`src/rtl/sdreg_pkg.sv`:
```
package sdreg_pkg;
  localparam int ADDR_W     = 6;
  localparam int DATA_W     = 24;
  localparam int CHAN_W     = 4;
  localparam int APPEND_BIT = 10;
  localparam logic [ADDR_W-1:0] LAST_ADDR = 6'h38;
  localparam logic [ADDR_W-1:0] A_STATUS  = 6'h00;
  localparam logic [ADDR_W-1:0] A_CTRL    = 6'h01;
  localparam logic [ADDR_W-1:0] A_DATA    = 6'h02;
  localparam logic [ADDR_W-1:0] A_IDENT   = 6'h05;

  typedef enum logic [1:0] {PH_CMD, PH_LOAD, PH_WDATA, PH_RDATA} phase_t;

  // data phase length in bytes for an address
  function automatic logic [2:0] reg_bytes(input logic [ADDR_W-1:0] a);
    if (a == 6'd0 || a == 6'd5 || a == 6'd8) return 3'd1;
    if (a == 6'd1 || a == 6'd4)               return 3'd2;
    if (a <= 6'd8)                            return 3'd3;
    if (a <= 6'h20)                           return 3'd2;
    return 3'd3;
  endfunction

  function automatic logic reg_writable(input logic [ADDR_W-1:0] a);
    return !(a == A_STATUS || a == A_DATA || a == A_IDENT) && (a <= LAST_ADDR);
  endfunction

  function automatic logic [DATA_W-1:0] byte_mask(input logic [2:0] n);
    case (n)
      3'd1:    return 24'h0000FF;
      3'd2:    return 24'h00FFFF;
      default: return 24'hFFFFFF;
    endcase
  endfunction
endpackage

```
`src/rtl/sdreg_sync.sv`:
```
module sdreg_sync #(
  parameter int STAGES = 2
) (
  input  logic clk,
  input  logic rst,
  input  logic sclk_i,
  input  logic csn_i,
  input  logic din_i,
  output logic rise_o,
  output logic fall_o,
  output logic act_o,
  output logic din_o
);
  localparam int W = 3 * STAGES;
  logic [W-1:0] chain;
  logic [2:0]   last;
  logic         sclk_prev;

  generate
    if (STAGES == 1) begin : g_one
      always_ff @(posedge clk) begin
        if (rst) chain <= 3'b110;
        else     chain <= {sclk_i, csn_i, din_i};
      end
    end else begin : g_multi
      always_ff @(posedge clk) begin
        if (rst) chain <= {STAGES{3'b110}};
        else     chain <= {chain[W-4:0], sclk_i, csn_i, din_i};
      end
    end
  endgenerate

  assign last = chain[W-1 -: 3];

  always_ff @(posedge clk) begin
    if (rst) sclk_prev <= 1'b1;
    else     sclk_prev <= last[2];
  end

  assign rise_o = last[2] & ~sclk_prev;
  assign fall_o = ~last[2] & sclk_prev;
  assign act_o  = ~last[1];
  assign din_o  = last[0];
endmodule

```
`src/rtl/sdreg_ones_det.sv`:
```
module sdreg_ones_det #(
  parameter int RUN_LEN = 64
) (
  input  logic clk,
  input  logic rst,
  input  logic act,
  input  logic rise,
  input  logic din,
  output logic hit_o
);
  localparam int CW = $clog2(RUN_LEN + 1);
  logic [CW-1:0] cnt;

  always_ff @(posedge clk) begin
    if (rst) begin
      cnt   <= '0;
      hit_o <= 1'b0;
    end else begin
      hit_o <= 1'b0;
      if (!act) begin
        cnt <= '0;
      end else if (rise) begin
        if (!din) begin
          cnt <= '0;
        end else if (cnt == CW'(RUN_LEN - 1)) begin
          cnt   <= '0;
          hit_o <= 1'b1;
        end else begin
          cnt <= cnt + 1'b1;
        end
      end
    end
  end

  // the reset request is a single-cycle pulse
  p_hit_single_r9: assert property (@(posedge clk) disable iff (rst) hit_o |=> !hit_o);
endmodule

```
`src/rtl/sdreg_store.sv`:
```
module sdreg_store #(
  parameter int DEPTH = 64,
  parameter int WIDTH = 24,
  localparam int AW   = $clog2(DEPTH)
) (
  input  logic             clk,
  input  logic             we,
  input  logic [AW-1:0]    waddr,
  input  logic [WIDTH-1:0] wdata,
  input  logic [AW-1:0]    raddr,
  output logic [WIDTH-1:0] rdata
);
  logic [WIDTH-1:0] mem [DEPTH];

  always_ff @(posedge clk) begin
    if (we) mem[waddr] <= wdata;
    rdata <= mem[raddr];
  end
endmodule

```
`src/rtl/sdreg_spi_slave.sv`:
```
module sdreg_spi_slave import sdreg_pkg::*; #(
  parameter int          SYNC_STAGES   = 2,
  parameter int          RESET_RUN     = 64,
  parameter int          SETTLE_CYCLES = 512,
  parameter logic [3:0]  DEV_ID        = 4'h1,
  parameter logic [3:0]  SI_REV        = 4'h2
) (
  input  logic              clk,
  input  logic              rst,
  input  logic              sclk,
  input  logic              cs_n,
  input  logic              din,
  output logic              dout,
  output logic              rdy_n,
  input  logic              conv_valid,
  input  logic [DATA_W-1:0] conv_data,
  input  logic [CHAN_W-1:0] conv_chan
);
  localparam int DEPTH   = 1 << ADDR_W;
  localparam int POR_LEN = (SETTLE_CYCLES > DEPTH) ? SETTLE_CYCLES : DEPTH;
  localparam int SCW     = $clog2(POR_LEN + 1);
  localparam int OUT_W   = DATA_W + 8;

  logic rise, fall, act, din_s, srst, lrst;
  logic spi_rise, spi_fall;

  sdreg_sync #(.STAGES(SYNC_STAGES)) u_sync (
    .clk(clk), .rst(rst), .sclk_i(sclk), .csn_i(cs_n), .din_i(din),
    .rise_o(rise), .fall_o(fall), .act_o(act), .din_o(din_s)
  );

  sdreg_ones_det #(.RUN_LEN(RESET_RUN)) u_det (
    .clk(clk), .rst(rst), .act(act), .rise(rise), .din(din_s), .hit_o(srst)
  );

  assign lrst = rst | srst;

  // power-on window and clearing sweep
  logic [SCW-1:0] init_cnt;
  logic           por_q, clearing;

  always_ff @(posedge clk) begin
    if (lrst) begin
      init_cnt <= '0;
      por_q    <= 1'b1;
    end else if (por_q) begin
      if (init_cnt == SCW'(POR_LEN - 1)) por_q <= 1'b0;
      else                                init_cnt <= init_cnt + 1'b1;
    end
  end

  assign clearing = por_q && (init_cnt < SCW'(DEPTH));
  assign spi_rise = rise & act & ~clearing;
  assign spi_fall = fall & act & ~clearing;

  // framing state
  phase_t              phase;
  logic [5:0]          bitcnt, nbits;
  logic [DATA_W-2:0]   in_sh;
  logic [ADDR_W-1:0]   cmd_addr;
  logic [OUT_W-1:0]    out_sh, ld_word;
  logic [5:0]          ld_bits;
  logic                dout_q, ctrl_app, rdy_q;
  logic [DATA_W-1:0]   data_q, mem_q, wr_val, ld_val;
  logic [CHAN_W-1:0]   chan_q;
  logic [7:0]          status8;
  logic [2:0]          rd_n;
  logic                wr_fire, wr_ok, ld_append;
  logic [ADDR_W-1:0]   cmd_next_addr;

  assign cmd_next_addr = {in_sh[ADDR_W-2:0], din_s};
  assign wr_fire = spi_rise && (phase == PH_WDATA) && (bitcnt == nbits - 6'd1);
  assign wr_val  = {in_sh, din_s} & byte_mask(reg_bytes(cmd_addr));
  assign wr_ok   = wr_fire && reg_writable(cmd_addr);

  sdreg_store #(.DEPTH(DEPTH), .WIDTH(DATA_W)) u_store (
    .clk(clk),
    .we(clearing | wr_ok),
    .waddr(clearing ? init_cnt[ADDR_W-1:0] : cmd_addr),
    .wdata(clearing ? '0 : wr_val),
    .raddr(cmd_next_addr),
    .rdata(mem_q)
  );

  // read word assembly, used in the load cycle
  assign status8   = {rdy_q, 2'b00, por_q, chan_q};
  assign rd_n      = reg_bytes(cmd_addr);
  assign ld_append = (cmd_addr == A_DATA) && ctrl_app;

  always_comb begin
    if (cmd_addr == A_STATUS)      ld_val = {16'h0000, status8};
    else if (cmd_addr == A_DATA)   ld_val = data_q;
    else if (cmd_addr == A_IDENT)  ld_val = {16'h0000, DEV_ID, SI_REV};
    else if (cmd_addr > LAST_ADDR) ld_val = '0;
    else                           ld_val = mem_q & byte_mask(rd_n);

    if (ld_append) begin
      ld_word = {ld_val, status8};
      ld_bits = 6'd32;
    end else begin
      case (rd_n)
        3'd1:    ld_word = {ld_val[7:0],  24'h000000};
        3'd2:    ld_word = {ld_val[15:0], 16'h0000};
        default: ld_word = {ld_val,       8'h00};
      endcase
      ld_bits = {rd_n, 3'b000};
    end
  end

  always_ff @(posedge clk) begin
    if (lrst) begin
      phase    <= PH_CMD;
      bitcnt   <= '0;
      nbits    <= 6'd8;
      in_sh    <= '0;
      cmd_addr <= '0;
      out_sh   <= '0;
      dout_q   <= 1'b0;
    end else if (!act || clearing) begin
      phase  <= PH_CMD;
      bitcnt <= '0;
      dout_q <= 1'b0;
    end else begin
      if (spi_fall) begin
        if (phase == PH_RDATA) begin
          dout_q <= out_sh[OUT_W-1];
          out_sh <= {out_sh[OUT_W-2:0], 1'b0};
        end else begin
          dout_q <= 1'b0;
        end
      end
      case (phase)
        PH_CMD: if (spi_rise) begin
          if (bitcnt == 6'd7) begin
            bitcnt   <= '0;
            cmd_addr <= cmd_next_addr;
            in_sh    <= '0;
            if (in_sh[5]) begin
              phase <= PH_LOAD;
            end else begin
              phase <= PH_WDATA;
              nbits <= {reg_bytes(cmd_next_addr), 3'b000};
            end
          end else begin
            bitcnt <= bitcnt + 6'd1;
            in_sh  <= {in_sh[DATA_W-3:0], din_s};
          end
        end
        PH_LOAD: begin
          out_sh <= ld_word;
          nbits  <= ld_bits;
          phase  <= PH_RDATA;
        end
        PH_WDATA: if (spi_rise) begin
          in_sh <= {in_sh[DATA_W-3:0], din_s};
          if (wr_fire) begin
            bitcnt <= '0;
            phase  <= PH_CMD;
          end else begin
            bitcnt <= bitcnt + 6'd1;
          end
        end
        PH_RDATA: if (spi_rise) begin
          if (bitcnt == nbits - 6'd1) begin
            bitcnt <= '0;
            phase  <= PH_CMD;
          end else begin
            bitcnt <= bitcnt + 6'd1;
          end
        end
        default: phase <= PH_CMD;
      endcase
    end
  end

  // control shadow: status append enable
  always_ff @(posedge clk) begin
    if (lrst)                               ctrl_app <= 1'b0;
    else if (wr_ok && cmd_addr == A_CTRL)   ctrl_app <= wr_val[APPEND_BIT];
  end

  // result latch and data-ready
  always_ff @(posedge clk) begin
    if (lrst) begin
      rdy_q  <= 1'b1;
      data_q <= '0;
      chan_q <= '0;
    end else if (conv_valid) begin
      rdy_q  <= 1'b0;
      data_q <= conv_data;
      chan_q <= conv_chan;
    end else if (phase == PH_LOAD && cmd_addr == A_DATA) begin
      rdy_q <= 1'b1;
    end
  end

  assign dout  = dout_q;
  assign rdy_n = rdy_q;

  // ready falls one clock after a result strobe
  p_rdy_low_r7: assert property (@(posedge clk) disable iff (rst)
    (conv_valid && !srst) |=> !rdy_n);
  // ready rises when a data read is decoded
  p_rdy_high_r7: assert property (@(posedge clk) disable iff (rst)
    (phase == PH_LOAD && cmd_addr == A_DATA && !conv_valid && !srst) |=> rdy_n);
  // soft reset sets the power-on flag
  p_por_set_r10: assert property (@(posedge clk) disable iff (rst) srst |=> por_q);
  // once clear, the flag stays clear until a reset
  p_por_hold_r10: assert property (@(posedge clk) disable iff (rst)
    (!por_q && !srst) |=> !por_q);
  // DOUT only moves after a falling SCLK edge while selected
  p_dout_quiet_r1: assert property (@(posedge clk) disable iff (rst)
    (act && !clearing && !srst && !spi_fall) |=> $stable(dout));
  // read data phases are whole bytes of one to four
  p_nbits_r2: assert property (@(posedge clk) disable iff (rst)
    (phase == PH_RDATA) |-> (nbits == 6'd8 || nbits == 6'd16 || nbits == 6'd24 || nbits == 6'd32));
  // append enable moves only through a control write
  p_ctrl_only_r8: assert property (@(posedge clk) disable iff (rst)
    (!wr_ok && !srst) |=> $stable(ctrl_app));
endmodule

```
`config.mk`:
```
export PLATFORM = sky130hd
export DESIGN_NAME = sdreg_spi_slave
export DESIGN_NICKNAME = d
export VERILOG_FILES = /design/src/rtl/sdreg_pkg.sv /design/src/rtl/sdreg_sync.sv /design/src/rtl/sdreg_ones_det.sv /design/src/rtl/sdreg_store.sv /design/src/rtl/sdreg_spi_slave.sv
export SDC_FILE = /design/constraint.sdc
export NUM_CORES = 2
export LEC_CHECK = 0
export BUFFER_PORTS_ARGS = -buffer_cell sky130_fd_sc_hd__buf_2
export CORE_MARGIN = 2
export CORE_UTILIZATION = 57
export DETAILED_ROUTE_END_ITERATION = 12
export HOLD_SLACK_MARGIN = 0.12
export MAX_ROUTING_LAYER = met4
export PLACE_DENSITY = 0.76
export SLEW_MARGIN = 20
export SYNTH_ARGS = -nofsm -noshare
export SYNTH_HDL_FRONTEND = slang
export SYNTH_SLANG_ARGS = --single-unit
```
`constraint.sdc`:
```
create_clock -name clk -period 3.7 [get_ports clk]
set_input_delay 0.74 -clock clk [delete_from_list [all_inputs] [get_ports clk]]
set_output_delay 0.74 -clock clk [all_outputs]
set_load 0.05 [all_outputs]
```
Yosys cells after proc, flatten, opt, wreduce, memory -nomap -nowiden:

Memory sizes are Yosys's and may differ from the RTL's. A register that Yosys moved wholly into a read port is not among the register bits.
Cells that the tools add are included.

* RAM bits: 1536
* input bits: 34
* output and inout port bits: 2
* word-level logic and storage cells: 219
* memories kept: 1
* flip-flop bits (word level): 132

Memories
* u_store.mem: words 64, bits a word 24, rd ports 1, clocked after Yosys merged registers in 1, wr ports 1, RTL line sdreg_store.sv:13 `logic [WIDTH-1:0] mem [DEPTH];`

* equality and inequality tests: 25
* reductions and logical operators: 37
* bitwise gates (word level): 18
* order comparisons: 7
* mux-type cells: 110
* $add $sub $neg: 4

Operators with widths (count)
* two-way mux 24 bit: 9
* two-way mux 32 bit: 4
* two-way mux 23 bit: 3
* two-way mux 6 bit: 11
* one-hot mux 32 bit (2 select lines): 1
* two-way mux 1 bit: 52
* AND 24 bit: 2
* two-way mux 3 bit: 16
* one-hot mux 24 bit (2 select lines): 1
* one-hot mux 23 bit (2 select lines): 1
* equality test 6 x 3 -> 1 bit (second input constant): 5
* less-or-equal comparator 6 bit (second input constant): 3
* one-hot mux 6 bit (3 select lines): 1
* two-way mux 2 bit: 7
* two-way mux 7 bit: 2
* equality test 6 x 1 -> 1 bit (second input constant): 2
* equality test 6 x 4 -> 1 bit (second input constant): 2
* less-or-equal comparator 6 x 4 -> 1 bit (second input constant): 2
* zero test 6 bit: 2
* inequality test 2 bit (second input constant): 6
* one-hot mux 6 bit (2 select lines): 1
* AND reduction 4 bit: 3
* adder 10 x 1 -> 10 bit (second input constant): 1
* equality test 10 x 9 -> 1 bit (second input constant): 1
* 29 further kinds: 63

Logic depth before layout (Yosys ltp):

* depth after elaboration: 42
* gate-level depth with buffers: 10
* mapped depth without buffers: 7

Cells and area by module:

A second synthesis with hierarchy kept.

* cells, all modules: 3374
* area total of the unflattened synthesis: 65684.2 µm²

By module, submodules not included
* sdreg_store: cells an instance 2611, sequential area each 46604.7 µm², instances 1, area each 59330.7 µm²
* sdreg_spi_slave: cells an instance 700, sequential area each 2282.2 µm², instances 1, area each 5774.3 µm²
* sdreg_ones_det: cells an instance 46, sequential area each 160.2 µm², instances 1, area each 379.1 µm²
* sdreg_sync: cells an instance 17, sequential area each 140.1 µm², instances 1, area each 200.2 µm²

Worst setup path after synthesis:

OpenSTA, ideal clock, no wires.

* path type: reg-to-reg
* from: reg nbits[3]
* to: mem u_store.mem[44][0] (enable)
* required time: 3.265 ns
* clock period less this slack: 3.975 ns
* stages on the path, launching flop included: 9
* setup slack: -0.275 ns
* library setup time: 0.435 ns
* buffers on the path: 1
* arrival: 3.540 ns
* cells stage by stage: dfxtp_1 -> inv_1 -> ha_1 -> xnor2_1 -> nor4_2 -> nand4_1 -> o22a_1 -> clkbuf_1 -> nor3_1

* cells in the longest elaborated chain, start to end: 7

RTL lines
* from (decl): RTL line sdreg_spi_slave.sv:58 `logic [5:0] bitcnt, nbits;`
* from (signal assigned): RTL line sdreg_spi_slave.sv:142 `nbits <= {reg_bytes(cmd_next_addr), 3'b000};`
* from (signal assigned): RTL line sdreg_spi_slave.sv:151 `nbits <= ld_bits;`
* subtractor 6 x 1 -> 6 bit: RTL line sdreg_spi_slave.sv:72 `assign wr_fire = spi_rise && (phase == PH_WDATA) && (bitcnt == nbits - 6'd1);`
* equality test 6 bit: RTL line sdreg_spi_slave.sv:72
* logical AND 1 bit: RTL line sdreg_spi_slave.sv:72
* logical AND 1 bit: RTL line sdreg_spi_slave.sv:74 `assign wr_ok = wr_fire && reg_writable(cmd_addr);`
* bitwise OR 1 bit: RTL line sdreg_spi_slave.sv:78 `.we(clearing | wr_ok),`
* two-way mux 1 bit: RTL line sdreg_store.sv:16 `if (we) mem[waddr] <= wdata;`
* two-way mux 1 bit (not written as such): RTL line sdreg_store.sv:16
* to (decl): RTL line sdreg_store.sv:13

No other way between the ends.

==> flow_metrics.py <==
metrics = {
    "status": {
        "outcome": "completed",
    },
    "final_layout": {
        "nFillCells": 7116,
        "layout-drive-gt1-share_pct": 30.1,
        "final-seq-area_um2": 49200,
        "final_cells": 5063,
        "syn2layout_area_growth_pct": 14.9,
        "multi_input_area_um2": 15800,
        "nets": 3441,
        "final_util_pct": 66.0,
    },
    "clock_tree": {
        "cts_buffers": 166,
        "ctsHoldBuffers": 1,
        "post_cts_resize_count": 0,
        "cts_tree": "built",
        "htree_num_levels": 4,
        "clk_latency_ps": 810,
        "clkTransAtPathRegs_ps": 60,
        "cts_max_path_buffers": 3,
        "cts.sinks": 1689,
        "post-cts-setup-buffers": 0,
        "cts_root_buf": "clkbuf_16",
    },
    "global_routing": {
        "grtUsageTotal_pct": 31.2,
        "grt_first_pass_wirelength_um": 249000,
        "grt_overflow_total": 0,
        "grt_max_degree": 65,
        "antenna_found_initial": 8,
        "grt_pass1_vias": 34110,
    },
    "worst_setup_path": {
        "worstSetupPathType": "flip-flop to flip-flop",
        "r2r-start": "u_sync.chain[3]$_SDFF_PP0_",
        "worstSetupStartpointType": "flip-flop",
        "crit_required_ps": 4260,
        "arrival_ps": 4160,
        "critPathLaunch": "u_sync.chain[3]$_SDFF_PP0_",
        "cp_max_fo": 36,
        "worst_setup_path_end_kind": "flip-flop",
    },
    "synth": {
        "syn-num-nets": 3227,
        "ys.flop_type": "edfxtp_1",
        "avgSynthCellArea_um2": 20.6,
        "synth_area_leaders": "edfxtp_1, mux4_2, dfxtp_1, mux2i_1, nor3_1",
        "synth_area_um2": 65500,
        "synthArstFlopShare_pct": 0,
        "synth_edf_count": 1536,
        "synth.most_common_cell": "edfxtp_1",
        "synth_common_cells": "edfxtp_1, mux4_2, dfxtp_1",
        "synth.top_cell.area_share_pct": 70.4,
        "synth_cell_types": 72,
        "ys_ff_latch": 1689,
        "yosysTopAreaCell": "edfxtp_1",
        "yosysWarnings": 0,
        "synthCells": 3189,
        "yosysSeqAreaShare_pct": 75.0,
    },
    "power": {
        "p_per_area_nw_per_um2": 516,
        "combPwrFrac_pct": 2.4,
        "p_leak_nw": 23.7,
        "vdd_drop_max_uv": 547,
        "power_switching_w": 0.00795,
        "pwr-share-clk_pct": 44.2,
        "pwr-share-seq_pct": 53.4,
        "p_int_w": 0.0309,
        "power.total_w": 0.0389,
        "switching_share_pct": 20.4,
    },
    "sta": {
        "fmax_mhz": 278,
        "worst_slack_ps": 102,
        "fin_crit_ps": 3600,
        "setup_viol": 0,
        "finalCritPeriodShare_pct": 97.2,
        "hold_viol": 0,
        "tightest_slew_ps": 1140,
        "max-slew-margin-rel_pct": 24.1,
        "rsz0062_at_grt": "no",
        "slew_violations": 0,
        "finClkSkew_ps": 42.4,
    },
    "detailed_routing": {
        "met2_length_um": 83200,
        "num_vias": 34616,
        "drc_errors": 0,
        "drtIter0Drc": 5167,
        "drt_wl_total_um": 175000,
        "wl_per_cell_um": 34.5,
        "antenna_left": 0,
        "viasPerCell": 6.84,
        "wl_met1_um": 63900,
        "routed.top_layer": "met4",
        "drtPass1Iterations": 6,
        "wl_met3_um": 19500,
    },
    "placement": {
        "hpwl_um": 104000,
        "placed_cells": 4746,
        "dp_slack_ps": 323,
        "io_buffer_count": 35,
        "place.gp.congestion": 0.962,
    },
    "die": {
        "start_util_pct": 57.4,
        "io_pins": 36,
        "core_region_area_um2": 114000,
        "rows": 124,
        "die_area_um2": 118000,
        "die_y_um": 343,
        "die_w_um": 343,
    },
    "worst_hold_path": {
        "min_from": "sclk",
        "min_path_type": "primary input to flip-flop",
    },
    "job": {
        "cap_violations": 0,
    },
}
logic make-up after synthesis:
| kind of cell | after synthesis | synth area share [%] |
|---|---|---|
| XOR/XNOR | 15 | 0.223 |
| AND/OR/NAND/NOR | 449 | 3.33 |
| AO/OA/AOI/OAI | 279 | 3.00 |
| buffers and inverters | 223 | 1.49 |
| adder cells (fa/ha/maj) | 4 | 0.0764 |
| flip-flops | 1689 | 75.0 |
| multiplexers | 530 | 16.8 |
power by group through the flow:
stage                     Sequential [W]  Combinational, W  Clock, W
final                             0.0208          0.000944    0.0172
after global routing              0.0208          0.000971    0.0180
after CTS                         0.0208          0.000935    0.0173
after detailed placement          0.0212          0.000923         0
after global placement            0.0212          0.000906         0
after floorplan                   0.0211          0.000538         0
state kept, by name, indices dropped and copies added (netlist names):
name and cells:
bitcnt 6, chan_q 4, cmd_addr 6, ctrl_app 1, data_q 24, dout 1
in_sh 23, init_cnt 10, nbits 3, out_sh 32, phase 2, por_q 1
rdy_n 1, u_det.cnt 7, u_det.hit_o 1, u_store.mem 1536, u_store.rdata 24, u_sync.chain 6
u_sync.sclk_prev 1
routing by layer:
metal | track usage, % | vias to the layer above
met1 | 42.2 | 18034
met5 | - | -
met4 | 12.6 | 0
li1 | - | 13777
met2 | 47.1 | 2422
met3 | 6.40 | 383
path summary, 6_finish.rpt:
path                           endpoint  slack, ps  cells past startpoint
max            u_store.rdata[3]$_DFF_P_        100                      6
min          u_sync.chain[2]$_SDFF_PP1_        150                      2
min reg2reg  u_sync.chain[4]$_SDFF_PP1_        420                      1
max reg2reg    u_store.rdata[3]$_DFF_P_        100                      6
placed cells by master (no fill, tap or decap), types with 56 or more instances in the layout:
| cell | Yosys | final |
|---|---|---|
| a21oi_1 | 60 | 60 |
| buf_12 | 0 | 81 |
| buf_4 | 10 | 125 |
| clkbuf_16 | 0 | 171 |
| dfxtp_1 | 153 | 149 |
| edfxtp_1 | 1536 | 1536 |
| mux2i_1 | 64 | 64 |
| mux4_2 | 457 | 457 |
| nand2_1 | 104 | 104 |
| nand3_1 | 56 | 56 |
| nor2_1 | 96 | 93 |
| nor3_2 | 0 | 65 |
worst max-delay path, cell delays in order (launching register included):
cell	delay, ps
dfxtp_4	580
buf_12	330
buf_4	320
mux4_2	600
mux4_2	470
a22oi_1	680
nand2_1	320
final cells by class:
| cell class | count | share of cell area, % |
|---|---|---|
| multi-input cells | 1277 | 21.0 |
| well taps | 1512 | 2.51 |
| inverters | 27 | 0.135 |
| clock buffers | 209 | 5.91 |
| diodes | 7 | 0.0233 |
| clock inverters | 100 | 1.47 |
| flip-flops and latches | 1689 | 65.3 |
| repair buffers | 242 | 3.64 |
metrics by stage:
stage	TNS (ps)	hold WS (ps)	cell area, um^2
global placement	0	426	69700
global route	0	142	75300
detailed placement	0	418	69700
finish	0	146	75300
floorplan	-380520	389	65500
CTS	0	122	75300
No activity file was read; power rests on OpenSTA's default activity.
